<file path="src/rtl/spm_pkg.sv">
package spm_pkg;

  // Total length of the serial settings chain.
  function automatic int unsigned cfg_bits(input int unsigned w, input int unsigned ncmp,
                                           input int unsigned nstate, input int unsigned csw,
                                           input int unsigned sw, input int unsigned tw);
    return 1 + ncmp * 2 * w + (nstate - 1) * (csw + sw + tw);
  endfunction

endpackage

</file>
<file path="src/rtl/spm_cfg_chain.sv">
module spm_cfg_chain #(
  parameter int unsigned LEN = 54
) (
  input  logic           clk,
  input  logic           rst,
  input  logic           shift_en_i,
  input  logic           shift_in_i,
  input  logic           update_i,
  output logic           shift_out_o,
  output logic [LEN-1:0] active_o
);

  logic [LEN-1:0] shadow_q;
  logic [LEN-1:0] active_q;

  always_ff @(posedge clk) begin
    if (rst) begin
      shadow_q <= '0;
      active_q <= '0;
    end else begin
      if (shift_en_i) shadow_q <= {shift_in_i, shadow_q[LEN-1:1]};
      if (update_i)   active_q <= shadow_q;
    end
  end

  assign shift_out_o = shadow_q[0];
  assign active_o    = active_q;

  // Shadow only moves while shifting.
  p_shadow_hold_r3: assert property (@(posedge clk) disable iff (rst)
    !shift_en_i |=> $stable(shadow_q));
  // Active settings only change on an update strobe.
  p_active_hold_r3: assert property (@(posedge clk) disable iff (rst)
    !update_i |=> $stable(active_q));

endmodule

</file>
<file path="src/rtl/spm_cmp.sv">
module spm_cmp #(
  parameter int unsigned W = 8
) (
  input  logic [W-1:0] bus_i,
  input  logic [W-1:0] value_i,
  input  logic [W-1:0] mask_i,
  output logic         hit_o
);

  assign hit_o = ~|((bus_i ^ value_i) & mask_i);

endmodule

</file>
<file path="src/rtl/spm_seq.sv">
module spm_seq #(
  parameter int unsigned NCMP   = 2,
  parameter int unsigned NSTATE = 4,
  parameter int unsigned CSW    = 1,
  parameter int unsigned SW     = 2,
  parameter int unsigned TW     = 4
) (
  input  logic                       clk,
  input  logic                       rst,
  input  logic                       en_i,
  input  logic                       restart_i,
  input  logic [NCMP-1:0]            hits_i,
  input  logic [(NSTATE-1)*CSW-1:0]  sel_i,
  input  logic [(NSTATE-1)*SW-1:0]   nxt_i,
  input  logic [(NSTATE-1)*TW-1:0]   tmo_i,
  output logic                       event_o
);

  localparam logic [SW-1:0] LAST = SW'(NSTATE - 1);

  logic [SW-1:0]  state_q;
  logic [TW-1:0]  cnt_q;
  logic           ev_q;
  logic [CSW-1:0] cur_sel;
  logic [SW-1:0]  cur_nxt;
  logic [TW-1:0]  cur_tmo;
  logic           cur_hit;
  logic           go_final;
  logic           timed_out;

  always_comb begin
    cur_sel   = sel_i[int'(state_q) * CSW +: CSW];
    cur_nxt   = nxt_i[int'(state_q) * SW +: SW];
    cur_tmo   = tmo_i[int'(state_q) * TW +: TW];
    cur_hit   = hits_i[cur_sel];
    go_final  = cur_hit && (cur_nxt == LAST);
    timed_out = !cur_hit && (state_q != '0) && (cur_tmo != '0) &&
                (cnt_q == cur_tmo - TW'(1));
  end

  always_ff @(posedge clk) begin
    if (rst || restart_i || !en_i) begin
      state_q <= '0;
      cnt_q   <= '0;
      ev_q    <= 1'b0;
    end else begin
      ev_q <= go_final;
      if (cur_hit) begin
        state_q <= go_final ? '0 : cur_nxt;
        cnt_q   <= '0;
      end else if (timed_out) begin
        state_q <= '0;
        cnt_q   <= '0;
      end else if (state_q != '0 && cnt_q != '1) begin
        cnt_q <= cnt_q + TW'(1);
      end
    end
  end

  assign event_o = ev_q;

  p_state_range_r5: assert property (@(posedge clk) disable iff (rst)
    state_q != LAST);
  p_event_home_r6: assert property (@(posedge clk) disable iff (rst)
    event_o |-> state_q == '0);
  p_tmo_bound_r7: assert property (@(posedge clk) disable iff (rst)
    (state_q != '0 && cur_tmo != '0) |-> cnt_q < cur_tmo);
  p_idle_when_off_r8: assert property (@(posedge clk) disable iff (rst)
    !en_i |=> (state_q == '0 && !event_o));
  p_restart_r9: assert property (@(posedge clk) disable iff (rst)
    restart_i |=> (state_q == '0 && !event_o));

endmodule

</file>
<file path="src/rtl/spm_matcher.sv">
module spm_matcher #(
  parameter int unsigned W      = 8,
  parameter int unsigned NCMP   = 2,
  parameter int unsigned NSTATE = 4,
  parameter int unsigned TW     = 4
) (
  input  logic         clk,
  input  logic         rst,
  input  logic [W-1:0] bus_i,
  input  logic         shift_en_i,
  input  logic         shift_in_i,
  input  logic         update_i,
  output logic         shift_out_o,
  output logic         event_o
);

  localparam int unsigned CSW   = (NCMP > 1) ? $clog2(NCMP) : 1;
  localparam int unsigned SW    = $clog2(NSTATE);
  localparam int unsigned NWAIT = NSTATE - 1;
  localparam int unsigned SF    = CSW + SW + TW;
  localparam int unsigned SBASE = 1 + NCMP * 2 * W;
  localparam int unsigned LEN   = spm_pkg::cfg_bits(W, NCMP, NSTATE, CSW, SW, TW);

  logic [LEN-1:0]       act;
  logic [NCMP-1:0]      hits;
  logic [NWAIT*CSW-1:0] sel_f;
  logic [NWAIT*SW-1:0]  nxt_f;
  logic [NWAIT*TW-1:0]  tmo_f;

  spm_cfg_chain #(.LEN(LEN)) u_chain (
    .clk        (clk),
    .rst        (rst),
    .shift_en_i (shift_en_i),
    .shift_in_i (shift_in_i),
    .update_i   (update_i),
    .shift_out_o(shift_out_o),
    .active_o   (act)
  );

  for (genvar c = 0; c < NCMP; c++) begin : g_cmp
    spm_cmp #(.W(W)) u_cmp (
      .bus_i  (bus_i),
      .value_i(act[1 + c*2*W +: W]),
      .mask_i (act[1 + c*2*W + W +: W]),
      .hit_o  (hits[c])
    );
  end

  for (genvar s = 0; s < NWAIT; s++) begin : g_state
    assign sel_f[s*CSW +: CSW] = act[SBASE + s*SF +: CSW];
    assign nxt_f[s*SW +: SW]   = act[SBASE + s*SF + CSW +: SW];
    assign tmo_f[s*TW +: TW]   = act[SBASE + s*SF + CSW + SW +: TW];
  end

  spm_seq #(.NCMP(NCMP), .NSTATE(NSTATE), .CSW(CSW), .SW(SW), .TW(TW)) u_seq (
    .clk      (clk),
    .rst      (rst),
    .en_i     (act[0]),
    .restart_i(update_i),
    .hits_i   (hits),
    .sel_i    (sel_f),
    .nxt_i    (nxt_f),
    .tmo_i    (tmo_f),
    .event_o  (event_o)
  );

endmodule

</file>
<file path="config.mk">
export PLATFORM = sky130hd
export DESIGN_NAME = spm_matcher
export DESIGN_NICKNAME = d
export VERILOG_FILES = /design/src/rtl/spm_pkg.sv /design/src/rtl/spm_cfg_chain.sv /design/src/rtl/spm_cmp.sv /design/src/rtl/spm_seq.sv /design/src/rtl/spm_matcher.sv
export SDC_FILE = /design/constraint.sdc
export NUM_CORES = 1
export LEC_CHECK = 0
export ABC_CLOCK_PERIOD_IN_PS = 2500
export BUFFER_PORTS_ARGS = -buffer_cell sky130_fd_sc_hd__buf_2
export CELL_PAD_IN_SITES_DETAIL_PLACEMENT = 2
export CELL_PAD_IN_SITES_GLOBAL_PLACEMENT = 2
export CORE_MARGIN = 3
export CORE_UTILIZATION = 33
export CTS_BUF_LIST = sky130_fd_sc_hd__clkbuf_4
export CTS_CLUSTER_DIAMETER = 200
export DETAILED_ROUTE_END_ITERATION = 7
export GPL_TIMING_DRIVEN = 0
export PLACE_DENSITY_LB_ADDON = 0.1
export SYNTH_ARGS = -nofsm -noshare
export SYNTH_HDL_FRONTEND = slang
export SYNTH_HIERARCHICAL = 1
export SYNTH_SLANG_ARGS = --single-unit
export TNS_END_PERCENT = 100
</file>
<file path="constraint.sdc">
create_clock -name clk -period 2.5 [get_ports clk]
set_clock_uncertainty 0.2 [all_clocks]
set_input_delay 0.25 -clock clk [delete_from_list [all_inputs] [get_ports clk]]
set_output_delay 0.25 -clock clk [all_outputs]
set_load 0.05 [all_outputs]
</file>
; After elaboration in Yosys (flattened, before gate mapping)
; Cells that the tools add are included.
[word_totals]
latch_bits = 0
in_bits = 13
output_inout_bits = 2
mem_count = 0
ff_bits = 115
ram_bits = 0
elab_cells = 40
mem_bits_ro = 0
[classes]
shifts = 3
bitwise_logic = 4
n_mux = 5
add_sub_neg = 2
n_div = 0
n_lt_le_gt_ge = 1
n_eq_ne = 3
mul = 0
reduce_logical = 17
[ops]
columns = cell, count
row1 = $and 8x8->8, 2
row2 = $reduce_or 8->1, 2
row3 = $xor 8x8->8, 2
row4 = $shiftx 12x5->4, 1
row5 = $mux 2, 3
row6 = $shiftx 6x4->2, 1
row7 = $logic_and 1x1->1, 5
row8 = $add 4x1->4 const B, 1
row9 = $eq 4x4->1, 1
row10 = $logic_not 1->1, 4
row11 = $ne 4x4->1 const B, 1
row12 = $reduce_bool 2->1, 2
row13 = $reduce_bool 4->1, 1
row14 = $sub 4x1->4 const B, 1
row15 = $reduce_or 3->1, 1
row16 = $shiftx 3x3->1, 1
row17 = $eq 2x2->1 const B, 1
row18 = $logic_or 1x1->1, 2
row19 = $lt 1x2->1 const B, 1
row20 = $mux 1, 2

; Depth between registers and ports, before layout
[logic_depth]
depth_word = 12
depth_mapped = 9
depth_no_buf = 8

; Modules after synthesis
; Netlist, hierarchy kept.
[by_module_without_submodules]
columns = module, cells_each, seq_area_each_um2, n_inst, area_per_inst_um2
row1 = spm_cfg_chain, 348, 2162.1, 1, 3878.7
row2 = spm_seq, 65, 140.1, 1, 610.6
row3 = spm_cmp, 13, 0.0, 2, 108.9

; Worst setup path before layout
; No wires, ideal clock.
[synth_path]
path_kind = flip-flop to flip-flop
startpoint = register u_seq.state_q[1]
endpoint = register u_seq.state_q[1]
path_stages_with_launch = 9
period_less_slack_ns = 2.257
path_slack_ns = 0.243
n_path_buf = 1
arrival_time_ns = 1.921
t_required_ns = 2.165
setup_ns = 0.135
cell_sequence = dfxtp_1 -> buf_6 -> mux2_4 -> a22oi_4 -> ha_1 -> xor2_1 -> o211ai_1 -> nor4b_4 -> o32ai_1
[synth_between]
elab_chain_cells = 8
elab_cells_between_ends = 18
cone_classes = add/sub (1) / eq/ne (2) / shift (3) / mux (4) / reduce/logical (8)
[synth_rtl]
columns = item, line
row1 = start: declaration, spm_seq.sv:21  ; logic [SW-1:0] state_q;
row2 = start signal: assignment, spm_seq.sv:49  ; state_q <= go_final ? '0 : cur_nxt;
row3 = "parallel branches: the longest is 8 deep, another holds $sub 4x1->4", -
; Several ways; the timed one is not identified. The select of a mux whose other input is x is not followed.
; A chain may end at the register's enable or synchronous reset.

; Final worst setup path
; Same ends and word-level chain as after synthesis.

==> results by group <==
Worst setup path
  • Critical path capture point type: register
  • Arrival @ worst endpoint: 2600 ps
  • Critical Path Max Stage Delay: 350 ps
  • Crit-path slowest cell: dfxtp_2
  • CP Launch Type: register
  • CP required: 2700 ps
  • CP max FO: 6
  • Critical path buffers and inverters: 2
  • Path type of the worst setup path: register to register
  • Worst-path cell chain: buf_6 -> mux2_4 -> a22oi_4 -> ha_2 -> xor2_1 -> o211ai_1 -> nor4b_4 -> buf_4 -> o32ai_1
  • CP top delay family: compound AO/OA/AOI/OAI gates

Power
  • Total chip power: 3.21 mW
  • Worst IR Drop VDD: 0.297 mV
  • Pwr dens: 599 nW/µm²
  • Leakage power: 2.32 nW

Floorplan
  • Horiz. Die Dim: 125 µm
  • Initial core utilization: 0.338
  • Boundary Pins: 15
  • Die footprint: 15,700 µm²
  • Core area: 13,900 µm²
  • Row Count: 43
  • Die Y: 125 µm

Synthesis
  • Post-synth EDFFs: 0
  • Synth top area share: 0.489
  • Yosys warns: 6
  • Synthesized flop and latch total: 115
  • Post-synth top flop: dfxtp_1
  • Yosys top cell by area: dfxtp_1
  • Ranking of synthesized cells by area: dfxtp_1, mux2i_1, nor2_1
  • Async set or reset register ratio after synthesis: 0
  • Synth cell count leaders: dfxtp_1, mux2i_1, nor2_1
  • Avg Cell Area, Syn: 10.7 µm²
  • Cell Area, Synth: 4710 µm²
  • Synth Net Count: 454
  • Mapped Cells: 439
  • Synth cell types: 38
  • Sequential-to-total area share from yosys stat: 0.489

Timing
  • Final hold slack: 317 ps
  • Least-Margin Pin Slew: 530 ps
  • Max Clk Rate: 416 MHz
  • Final Hold Viols: 0
  • Final worst setup slack: 97.7 ps
  • Rel. slew slack: 0.647
  • Final Critical Period: 2400 ps
  • Crit share post-route: 0.961
  • # setup viols final: 0
  • Fin Setup TNS: 0 ps
  • Pins over their slew limit: 0

Final layout
  • Fin cells: 677
  • P&R area growth vs syn: 14.0%
  • N_diodes: 0
  • Final Cell Area: 5370 µm²
  • Core Util, Final: 0.385
  • Fin nets: 501
  • Share of layout cells above drive strength 1: 0.161

Global route
  • Vias in the first global route: 3,596
  • First-pass GRT wire length: 19,200 µm
  • Global-route usage over all layers: 0.159
  • Initial antenna violation count: 0
  • Largest net degree at the start of global routing: 17
  • Congestion Overflow GR: 0

CTS
  • Clock latency on the worst-skew pair: 540 ps
  • TritonCTS clock tree: built
  • Clock root buffer: clkbuf_4
  • Clock slew at reported path FFs: 90 ps
  • CTS max path bufs: 2
  • H-tree Lvls: 4
  • Num CTS Buffers: 17
  • Clock sink count: 115

Placement
  • Inst Count DP: 632
  • Placer Congestion: 0.763
  • IO Port Bufs: 13
  • Post-DP Area: 5000 µm²
  • Post-DP HPWL: 8270 µm
  • Pre-CTS setup slack: -56.5 ps

Status
  • Outcome: finished clean

Detailed routing
  • Initial DRT Pass Iterations: 4
  • DR WL/cell: 17.3 µm
  • Detail Route Antenna Nets: 0
  • Post-Route WL: 11,700 µm
  • DRT iter0 DRCs: 92
  • Vias: 3,228
  • DRC: 0
  • Vias per Instance: 4.77

Run
  • Max-cap violations: 0

Min path
  • HP Class: register to register
[worst min-delay path, delay by kind of cell, from the launching register on]
| family | cells | cell delay [ps] |
|---|---|---|
| flops | 1 | 350 |
| mux | 1 | 70 |
| simple gates | 1 | 70 |
[kinds of logic after synthesis]
family	synth area share
adder cells (fa/ha/maj)	0.00532
flip-flops	0.489
buffers and inverters	0.0553
AO/OA/AOI/OAI	0.0399
XOR/XNOR	0.0428
multiplexers	0.250
AND/OR/NAND/NOR	0.117
[cell type report]
type                       count  area, µm²
fill                        1512       8570
sequential                   115       2300
multi-input combinational    295       2160
buffer                        26        249
tap                          180        225
timing repair buffer          28        190
clock buffer                  21        158
clock inverter                 9       66.3
inverter                       3       11.3
[cells in the final DEF (no fill, tap or decap), types with 2 or more instances in the layout]
cell and n:
a22oi_1 8, a22oi_4 2, and4_1 2, buf_1 3
buf_2 17, buf_4 11, buf_6 4, buf_8 10
clkbuf_1 4, clkbuf_4 21, clkinv_1 5, clkinv_2 2
dfxtp_1 114, dlygate4sd3_1 5, inv_1 2, mux2i_1 115
nand2_1 3, nand3_1 2, nand4_1 2, nor2_1 113
nor3_1 4, o21ai_0 2, xnor2_1 3, xor2_1 20
[registers in the layout, summed over array words and instances, names as in the netlist]
signal            flops
u_chain/shadow_q     54
u_seq/event_o         1
u_seq/state_q         2
u_seq/cnt_q           4
u_chain/active_o     54
[repair_timing]
item                                    4_1_cts  5_1_grt
endpoints found under the setup margin        6        6
resized for setup                             1        4
pin swaps                                     1        2
setup buffers                                 5        5
hold buffers                                  5        0
hold endpoints to repair                     31        0
[metal layers]
layer / vias to the layer above / global-route usage / routed length [µm]
li1: 1595 / - / -
met1: 1588 / 0.188 / 5260
met2: 30 / 0.271 / 5950
met3: 15 / 0.0414 / 299
met4: 0 / 0.0670 / 181
met5: - / 0 / 0
[where the power goes]
part	total (mW)	internal, mW	switching, mW	leakage [nW]
registers	1.84	1.83	0.00243	0.927
clock network	1.19	0.506	0.686	0.127
logic	0.185	0.0807	0.104	1.26
total	3.21	2.42	0.792	2.32
[path summary, 6_finish.rpt]
check / startpoint / to / slack, ps / depth (start not counted)
setup reg to reg: u_seq/state_q[1]$_SDFFE_PP0P_ / u_seq/state_q[1]$_SDFFE_PP0P_ / 100 / 9
setup / recovery: u_seq/state_q[1]$_SDFFE_PP0P_ / u_seq/state_q[1]$_SDFFE_PP0P_ / 100 / 9
hold reg to reg: u_chain/active_o[42]$_SDFFE_PP0P_ / u_chain/active_o[42]$_SDFFE_PP0P_ / 320 / 2
hold / removal: u_chain/active_o[42]$_SDFFE_PP0P_ / u_chain/active_o[42]$_SDFFE_PP0P_ / 320 / 2
No activity file was read; power rests on OpenSTA's default activity.
